===== config.mk =====
export PLATFORM = sky130hd
export DESIGN_NAME = pmic_pwr_ctrl
export DESIGN_NICKNAME = d
export VERILOG_FILES = /design/src/rtl/pmic_pwr_pkg.sv /design/src/rtl/pmic_cfg_reg.sv /design/src/rtl/pmic_wake_sync.sv /design/src/rtl/pmic_pwr_fsm.sv /design/src/rtl/pmic_pwr_ctrl.sv
export SDC_FILE = /design/constraint.sdc
export NUM_CORES = 1
export LEC_CHECK = 0
export BUFFER_PORTS_ARGS = -buffer_cell sky130_fd_sc_hd__buf_2
export CAP_MARGIN = 10
export CORE_MARGIN = 2
export CORE_UTILIZATION = 32
export CTS_CLUSTER_SIZE = 40
export DETAILED_ROUTE_END_ITERATION = 10
export PLACE_DENSITY = 0.85
export SYNTH_ARGS = -nofsm -noshare
export SYNTH_HDL_FRONTEND = slang
export SYNTH_SLANG_ARGS = --single-unit
export TNS_END_PERCENT = 50

===== constraint.sdc =====
create_clock -name clk -period 1.1 [get_ports clk]
set_input_delay 0.11 -clock clk [delete_from_list [all_inputs] [get_ports clk]]
set_output_delay 0.11 -clock clk [all_outputs]
set_load 0.01 [all_outputs]

===== src/rtl/pmic_pwr_pkg.sv =====
package pmic_pwr_pkg;
  localparam int CFG_W        = 32;
  localparam int CTL_EN_BIT   = 16;
  localparam int POL_BASE     = 4;

  typedef enum logic {
    PWR_OFF = 1'b0,
    PWR_ON  = 1'b1
  } pwr_state_e;

  // Level seen on a synced pin counts as active: pol=1 means active-low.
  function automatic logic pin_is_active(input logic lvl, input logic pol);
    return lvl ^ pol;
  endfunction
endpackage


===== src/rtl/pmic_cfg_reg.sv =====
module pmic_cfg_reg #(
  parameter int          ADDR_W   = 8,
  parameter logic [7:0]  REG_ADDR = 8'h98,
  parameter int          NPIN     = 4
) (
  input  logic                            clk,
  input  logic                            rst_n,
  input  logic                            we,
  input  logic                            unlocked,
  input  logic [ADDR_W-1:0]               addr,
  input  logic [pmic_pwr_pkg::CFG_W-1:0]  wdata,
  output logic [pmic_pwr_pkg::CFG_W-1:0]  rdata,
  output logic                            ctl_en,
  output logic [NPIN-1:0]                 pin_en,
  output logic [NPIN-1:0]                 pin_pol
);
  import pmic_pwr_pkg::*;

  localparam logic [CFG_W-1:0] EN_MASK  = CFG_W'((1 << NPIN) - 1);
  localparam logic [CFG_W-1:0] POL_MASK = EN_MASK << POL_BASE;
  localparam logic [CFG_W-1:0] CTL_MASK = CFG_W'(1) << CTL_EN_BIT;
  localparam logic [CFG_W-1:0] KEEP     = EN_MASK | POL_MASK | CTL_MASK;
  localparam logic [CFG_W-1:0] RST_VAL  = POL_MASK;

  logic [CFG_W-1:0] cfg_q;
  logic             wr_hit;

  assign wr_hit = we && unlocked && (addr == ADDR_W'(REG_ADDR));

  always_ff @(posedge clk or negedge rst_n) begin
    if (!rst_n)      cfg_q <= RST_VAL;
    else if (wr_hit) cfg_q <= wdata & KEEP;
  end

  assign rdata   = cfg_q;
  assign ctl_en  = cfg_q[CTL_EN_BIT];
  assign pin_en  = cfg_q[NPIN-1:0];
  assign pin_pol = cfg_q[POL_BASE +: NPIN];


  locked_write_chk: assert property (@(posedge clk) disable iff (!rst_n)
    (we && !unlocked) |=> $stable(cfg_q));
endmodule


===== src/rtl/pmic_wake_sync.sv =====
module pmic_wake_sync #(
  parameter int NPIN   = 4,
  parameter int STAGES = 2
) (
  input  logic            clk,
  input  logic            rst_n,
  input  logic [NPIN-1:0] pins_async,
  input  logic [NPIN-1:0] pin_en,
  input  logic [NPIN-1:0] pin_pol,
  output logic [NPIN-1:0] pin_active,
  output logic            wake_hit
);
  import pmic_pwr_pkg::*;

  logic [NPIN-1:0] synced;

  for (genvar i = 0; i < NPIN; i++) begin : g_pin
    logic [STAGES-1:0] chain;
    always_ff @(posedge clk or negedge rst_n) begin
      if (!rst_n) chain <= '0;
      else        chain <= {chain[STAGES-2:0], pins_async[i]};
    end
    assign synced[i]     = chain[STAGES-1];
    assign pin_active[i] = pin_is_active(synced[i], pin_pol[i]);
  end

  assign wake_hit = |(pin_active & pin_en);
endmodule


===== src/rtl/pmic_pwr_fsm.sv =====
module pmic_pwr_fsm (
  input  logic clk,
  input  logic rst_n,
  input  logic ctl_en,
  input  logic off_req,
  input  logic wake_req,
  output logic pwr_en
);
  import pmic_pwr_pkg::*;

  pwr_state_e st_q, st_d;

  always_comb begin
    st_d = st_q;
    if (!ctl_en)                            st_d = PWR_ON;
    else if (st_q == PWR_ON && off_req)     st_d = PWR_OFF;
    else if (st_q == PWR_OFF && wake_req)   st_d = PWR_ON;
  end

  always_ff @(posedge clk or negedge rst_n) begin
    if (!rst_n) st_q <= PWR_ON;
    else        st_q <= st_d;
  end

  assign pwr_en = (st_q == PWR_ON);


  held_on_chk: assert property (@(posedge clk) disable iff (!rst_n)
    !ctl_en |=> pwr_en);

  off_taken_chk: assert property (@(posedge clk) disable iff (!rst_n)
    (pwr_en && ctl_en && off_req) |=> !pwr_en);

  fall_cause_chk: assert property (@(posedge clk) disable iff (!rst_n)
    $fell(pwr_en) |-> $past(off_req && ctl_en));

  rise_cause_chk: assert property (@(posedge clk) disable iff (!rst_n)
    $rose(pwr_en) |-> $past(wake_req || !ctl_en));
endmodule


===== src/rtl/pmic_pwr_ctrl.sv =====
module pmic_pwr_ctrl #(
  parameter int         NPIN       = 4,
  parameter int         SYNC_DEPTH = 2,
  parameter int         ADDR_W     = 8,
  parameter logic [7:0] REG_ADDR   = 8'h98
) (
  input  logic              clk,
  input  logic              rst_n,
  input  logic              cfg_we,
  input  logic              cfg_unlocked,
  input  logic [ADDR_W-1:0] cfg_addr,
  input  logic [31:0]       cfg_wdata,
  output logic [31:0]       cfg_rdata,
  input  logic              alm2_pulse,
  input  logic              alm2_irq_en,
  input  logic              alm2_stat_clr,
  output logic              alm2_stat,
  input  logic              alm1_pulse,
  input  logic              alm1_irq_en,
  input  logic [NPIN-1:0]   wake_pins,
  output logic              pwr_en
);
  logic            ctl_en;
  logic [NPIN-1:0] pin_en, pin_pol, pin_active;
  logic            pin_wake, alm1_wake, wake_req, off_req;
  logic            stat_q;

  pmic_cfg_reg #(.ADDR_W(ADDR_W), .REG_ADDR(REG_ADDR), .NPIN(NPIN)) u_cfg (
    .clk(clk), .rst_n(rst_n), .we(cfg_we), .unlocked(cfg_unlocked),
    .addr(cfg_addr), .wdata(cfg_wdata), .rdata(cfg_rdata),
    .ctl_en(ctl_en), .pin_en(pin_en), .pin_pol(pin_pol)
  );

  pmic_wake_sync #(.NPIN(NPIN), .STAGES(SYNC_DEPTH)) u_sync (
    .clk(clk), .rst_n(rst_n), .pins_async(wake_pins), .pin_en(pin_en),
    .pin_pol(pin_pol), .pin_active(pin_active), .wake_hit(pin_wake)
  );

  // Sticky second-alarm status: a new event beats a clear.
  always_ff @(posedge clk or negedge rst_n) begin
    if (!rst_n)             stat_q <= 1'b0;
    else if (alm2_pulse)    stat_q <= 1'b1;
    else if (alm2_stat_clr) stat_q <= 1'b0;
  end
  assign alm2_stat = stat_q;

  assign off_req   = alm2_pulse && alm2_irq_en && !stat_q;
  assign alm1_wake = alm1_pulse && alm1_irq_en;
  assign wake_req  = pin_wake || alm1_wake;

  pmic_pwr_fsm u_fsm (
    .clk(clk), .rst_n(rst_n), .ctl_en(ctl_en), .off_req(off_req),
    .wake_req(wake_req), .pwr_en(pwr_en)
  );


  stat_sets_chk: assert property (@(posedge clk) disable iff (!rst_n)
    alm2_pulse |=> alm2_stat);

  disabled_pin_chk: assert property (@(posedge clk) disable iff (!rst_n)
    pin_wake |-> |(pin_active & pin_en));
endmodule


Word-level counts from Yosys, hierarchy flattened
Cells that the tools add are included.

word-level totals
  bits in registers = 19
  input port bits = 53
  output and inout bits = 34
  word-level logic and storage cells = 31

operators by class
  equality and inequality tests = 2
  mux-type cells = 5
  bitwise gates (word level) = 6
  reduce and logical (&&, ||, !) cells = 11

operators by type and width
  kind                                                   number
  equality test 8 bit, second input constant             1
  logical AND 1 bit                                      7
  2-to-1 mux 1 bit                                       5
  bitwise AND 4 bit                                      1
  OR reduction 4 bit                                     1
  XOR 1 bit                                              4
  inequality test 3 x 1 -> 1 bit, second input constant  1
  nonzero test 2 bit                                     1
  zero test 1 bit                                        1
  logical OR 1 bit                                       1
  inverter 1 bit                                         1

Depth between registers and ports, before layout
  depth in word-level cells = 8
  gate-level depth with buffers = 3
  mapped depth without buffers = 3

Hierarchy
A second synthesis with hierarchy kept.

second synthesis, totals
  cell total of the unflattened synthesis = 80
  area, all modules = 1008.5 um2

by module, submodules not included
  module          instances  cells an instance  area each (um2)  seq. area each (um2)
  pmic_cfg_reg    1          55                 648.1            230.2
  pmic_wake_sync  1          15                 261.5            200.2
  pmic_pwr_ctrl   1          6                  51.3             25.0
  pmic_pwr_fsm    1          4                  47.5             26.3

Worst setup path before layout
OpenSTA, ideal clock, no wires.

  path type = register to register
  from = register u_cfg.cfg_q[7] (netlist: u_cfg.rdata[7])
  to = register u_fsm.st_q (netlist: u_fsm.pwr_en)
  library setup time = 0.089 ns
  arrival = 1.019 ns
  required time = 1.011 ns
  path slack = -0.008 ns
  cell stages (with the launch flop) = 4
  path buffers = 0
  period minus slack after synthesis = 1.108 ns
  path through = dfstp_2 > xor2_1 > a222oi_1 > a21oi_1

on the way
  word-level cells in the longest chain between the ends = 6

ends and longest elaborated chain
  what                                             RTL line              text
  start: declaration                               pmic_cfg_reg.sv:25    logic [CFG_W-1:0] cfg_q;
  start signal: assignment                         pmic_cfg_reg.sv:32    else if (wr_hit) cfg_q <= wdata & KEEP;
  XOR 1 bit                                        pmic_pwr_pkg.sv:13    return lvl ^ pol;
  bitwise AND 4 bit                                pmic_wake_sync.sv:27  assign wake_hit = |(pin_active & pin_en);
  OR reduction 4 bit                               pmic_wake_sync.sv:27
  logical OR 1 bit                                 pmic_pwr_ctrl.sv:49   assign wake_req = pin_wake || alm1_wake;
  logical AND 1 bit                                pmic_pwr_fsm.sv:17    else if (st_q == PWR_OFF && wake_req) st_d = PWR_ON;
  inequality test 3 x 1 -> 1 bit (no source line)  -
  end signal: assignment                           pmic_pwr_fsm.sv:22    else st_q <= st_d;
  end: declaration                                 pmic_pwr_fsm.sv:11    pwr_state_e st_q, st_d;

No other way between the ends.
A chain may end at the register's enable or synchronous reset.

Worst setup path after layout
Same ends and word-level chain as after synthesis.

==> impl_metrics.tcl <==
set metrics [dict create \
    outcome "finished with violations" \
    failed_checks "setup timing" \
    layout.cells.non_filler 149 \
    internal-power_mw 0.952 \
    clk_latency_ps 280 \
    endpoint "u_fsm.pwr_en" \
    yosys_warnings 0 \
    gp_congestion 0.688 \
    ys_seq_elements 19 \
    switching_power_mw 0.288 \
    cts_buffers 3 \
    totalPowerFinal_mw 1.24 \
    syn_to_final_growth_pct 30.8 \
    placedInstanceArea_mm2 0.00107 \
    arrival_ps 1400 \
    total_congestion_overflow_after_global_routing 0 \
    cts-root-buf "clkbuf_4" \
    grt_antenna_before_repair 0 \
    hold_path_class "in2reg" \
    overall_die_area_mm2 0.00327 \
    chip_width_um 57.2 \
    drt-pass1-iter-count 4 \
    layout_min_cycle_time_ps 1190 \
    portion_of_total_power_attributed_to_sequential_cells_pct 59.9 \
    utilization_pct 43.7 \
    vias 618 \
    drtIter0Drc 3 \
    cts_buffer_depth 2 \
    routedWlPerCell_um 10.8 \
    crit_path_start_kind "register" \
    source_of_the_worst_register_to_register_timing_path "u_cfg.rdata[7]" \
    rsz0062_at_grt "true" \
    fillCellCount 261 \
    vdd_drop_max_mv 0.851 \
    final_slew_viol_count 0 \
    ant_nets 0 \
    report.final.hold_viol_count 0 \
    worst_reg_to_reg_path_cell_count 3 \
    dp.cells 140 \
    cts.htree.levels 1 \
    final_min_period_over_clock_period_pct 108 \
    floorplan.die.height_um 57.2 \
    track_usage_pct 10.4 \
    drive_gt1_share_pct 53.4 \
    fin_ws_ps -91.2 \
    cts.reportedPaths.clkPinSlew_ps 100 \
    finish.net_count 172 \
    place.detailed.hpwl_mm 1.31 \
    p_leak_nw 0.670 \
    floorplan.rows 19 \
    hold-worst-slack_ps 22.3 \
    critPathLaunch "u_cfg.rdata[7]" \
    wl_mm 1.61 \
    final_area_mm2 0.00118 \
    final.setup.tns_ps -224 \
    pwr_density_cell_mw_per_mm2 1050 \
    max_cap_viol_count 0 \
    cts_tree "yes" \
    postSynthAreaPerCell_um2 13.3 \
    mappedNetlistArea_um2 905 \
    synth-seq-area-share_pct 53.3 \
    finalSetupViolCount 4 \
    port-buffer-count 40 \
    worstSetupEndpointType "register" \
    timing.critical_path.required_ps 1300 \
    worst_r2r_endpoint "u_fsm.pwr_en" \
    max_clock_freq_ghz 0.840 \
    clock_sink_count 19 \
    syn_inst 68 \
    worst_clock_skew_on_the_final_layout_ps 0.730 \
    cp_max_fo 2 \
    antenna-diode-count 0 \
    grt_start_max_net_pins 20 \
    netSwitchingFraction_pct 23.2 \
    drc 0 \
    first_global_vias 639 \
    initial_core_util_pct 33.4 \
    floorplan.core_area_mm2 0.00271 \
    route.detailed.vias_per_inst 4.15 \
    regToRegSetupSlack_ps -90 \
    synth_cell_type_count 16 \
    first_pass_grt_wire_length_mm 2.64 \
    share_comb_of_total_power_pct 13.6 \
    number_of_placed_i_o_pins 87 \
    clkPwrFrac_pct 26.5 \
    dp_slack_ps -116 \
    timing_worst_setup_path_type "reg2reg" \
    post-cts-setup-buffers 0 \
]
==> cell families (layout without fill, tap and decap cells) <==
kind of cell,after synthesis,after routing,synth area share (%)
flip-flops,19,19,53.3
XOR/XNOR,4,4,3.87
other,1,23,0.415
buffers and inverters,25,53,20.3
multiplexers,9,9,11.2
AND/OR/NAND/NOR,6,6,7.47
AO/OA/AOI/OAI,4,4,3.46
==> power groups by stage <==
stage | clock network (mW) | registers [mW] | logic [mW]
floorplan | 0 | 0.759 | 0.122
global placement | 0 | 0.754 | 0.143
detailed placement | 0 | 0.755 | 0.149
CTS | 0.343 | 0.743 | 0.168
global route | 0.374 | 0.747 | 0.188
finish | 0.329 | 0.742 | 0.169
==> layout by cell type, fill, tap and decap left out, types with 2 or more instances in the layout <==
cell           count
dfrtp_1           14
conb_1            23
dlygate4sd3_1      5
mux2_2             9
clkbuf_4           3
dfstp_2            5
xor2_1             4
and4bb_2           2
buf_6              7
buf_2             35
==> area by class of cell <==
cell class | count | area (um2) | share of cell area (%)
Tap cell | 31 | 38.8 | 3.28
Inverter | 1 | 3.75 | 0.317
Timing Repair Buffer | 48 | 312 | 26.3
Multi-Input combinational cell | 46 | 322 | 27.2
Clock buffer | 4 | 26.3 | 2.22
Sequential cell | 19 | 482 | 40.7
==> worst min path at each step <==
stage	startpoint	to	slack [ps]	depth (start not counted)
2_1_floorplan	rst_n	alm2_stat	-190	0
3_3_place_gp	rst_n	u_sync.g_pin[2].chain[0]	50	1
3_5_place_dp	rst_n	u_sync.g_pin[2].chain[0]	60	1
4_1_cts	alm2_pulse	alm2_stat	20	2
5_1_grt	alm2_pulse	alm2_stat	20	2
6_report	alm2_pulse	alm2_stat	20	2
==> Yosys cell counts <==
cell       n  area share [%]
xor2_1     4             3.9
dfrtp_1   14              39
nand3_1    1            0.55
a21oi_1    1            0.55
nor3b_1    1            0.83
conb_1     1            0.41
a221oi_1   1            0.97
nand4b_4   1             2.6
and4bb_2   2             2.8
nand2b_1   1            0.69
buf_4     24              20
a21o_1     1            0.83
mux2_2     9              11
dfstp_2    5              15
a222oi_1   1             1.1
inv_1      1            0.41
==> state kept, by name, indices dropped and copies added (netlist names) <==
| register | count |
|---|---|
| u_cfg.rdata | 9 |
| u_fsm.pwr_en | 1 |
| alm2_stat | 1 |
| u_sync.g_pin.chain | 8 |
==> layer usage <==
metal	vias up	wire [um]	global-route usage, %	share of wire [%]
met1	296	475	9.62	29
met5	-	0	0	0
met3	2	133	1.59	8.2
met2	38	983	21.0	61
met4	0	21	5.98	1.3
li1	282	-	-	-
==> what timing repair did <==
action | 4_1_cts | 5_1_grt
resized for setup | 5 | 2
endpoints found under the setup margin | 4 | 6
pin swaps | 0 | 0
hold endpoints to repair | 18 | 0
hold buffers | 5 | 0
==> critical path: stages (launching register included) <==
cell      delay [ps]
dfstp_2          560
xor2_1            70
a222oi_1         360
a21oi_1          120
Note: power is estimated with default switching activity, not from simulation.
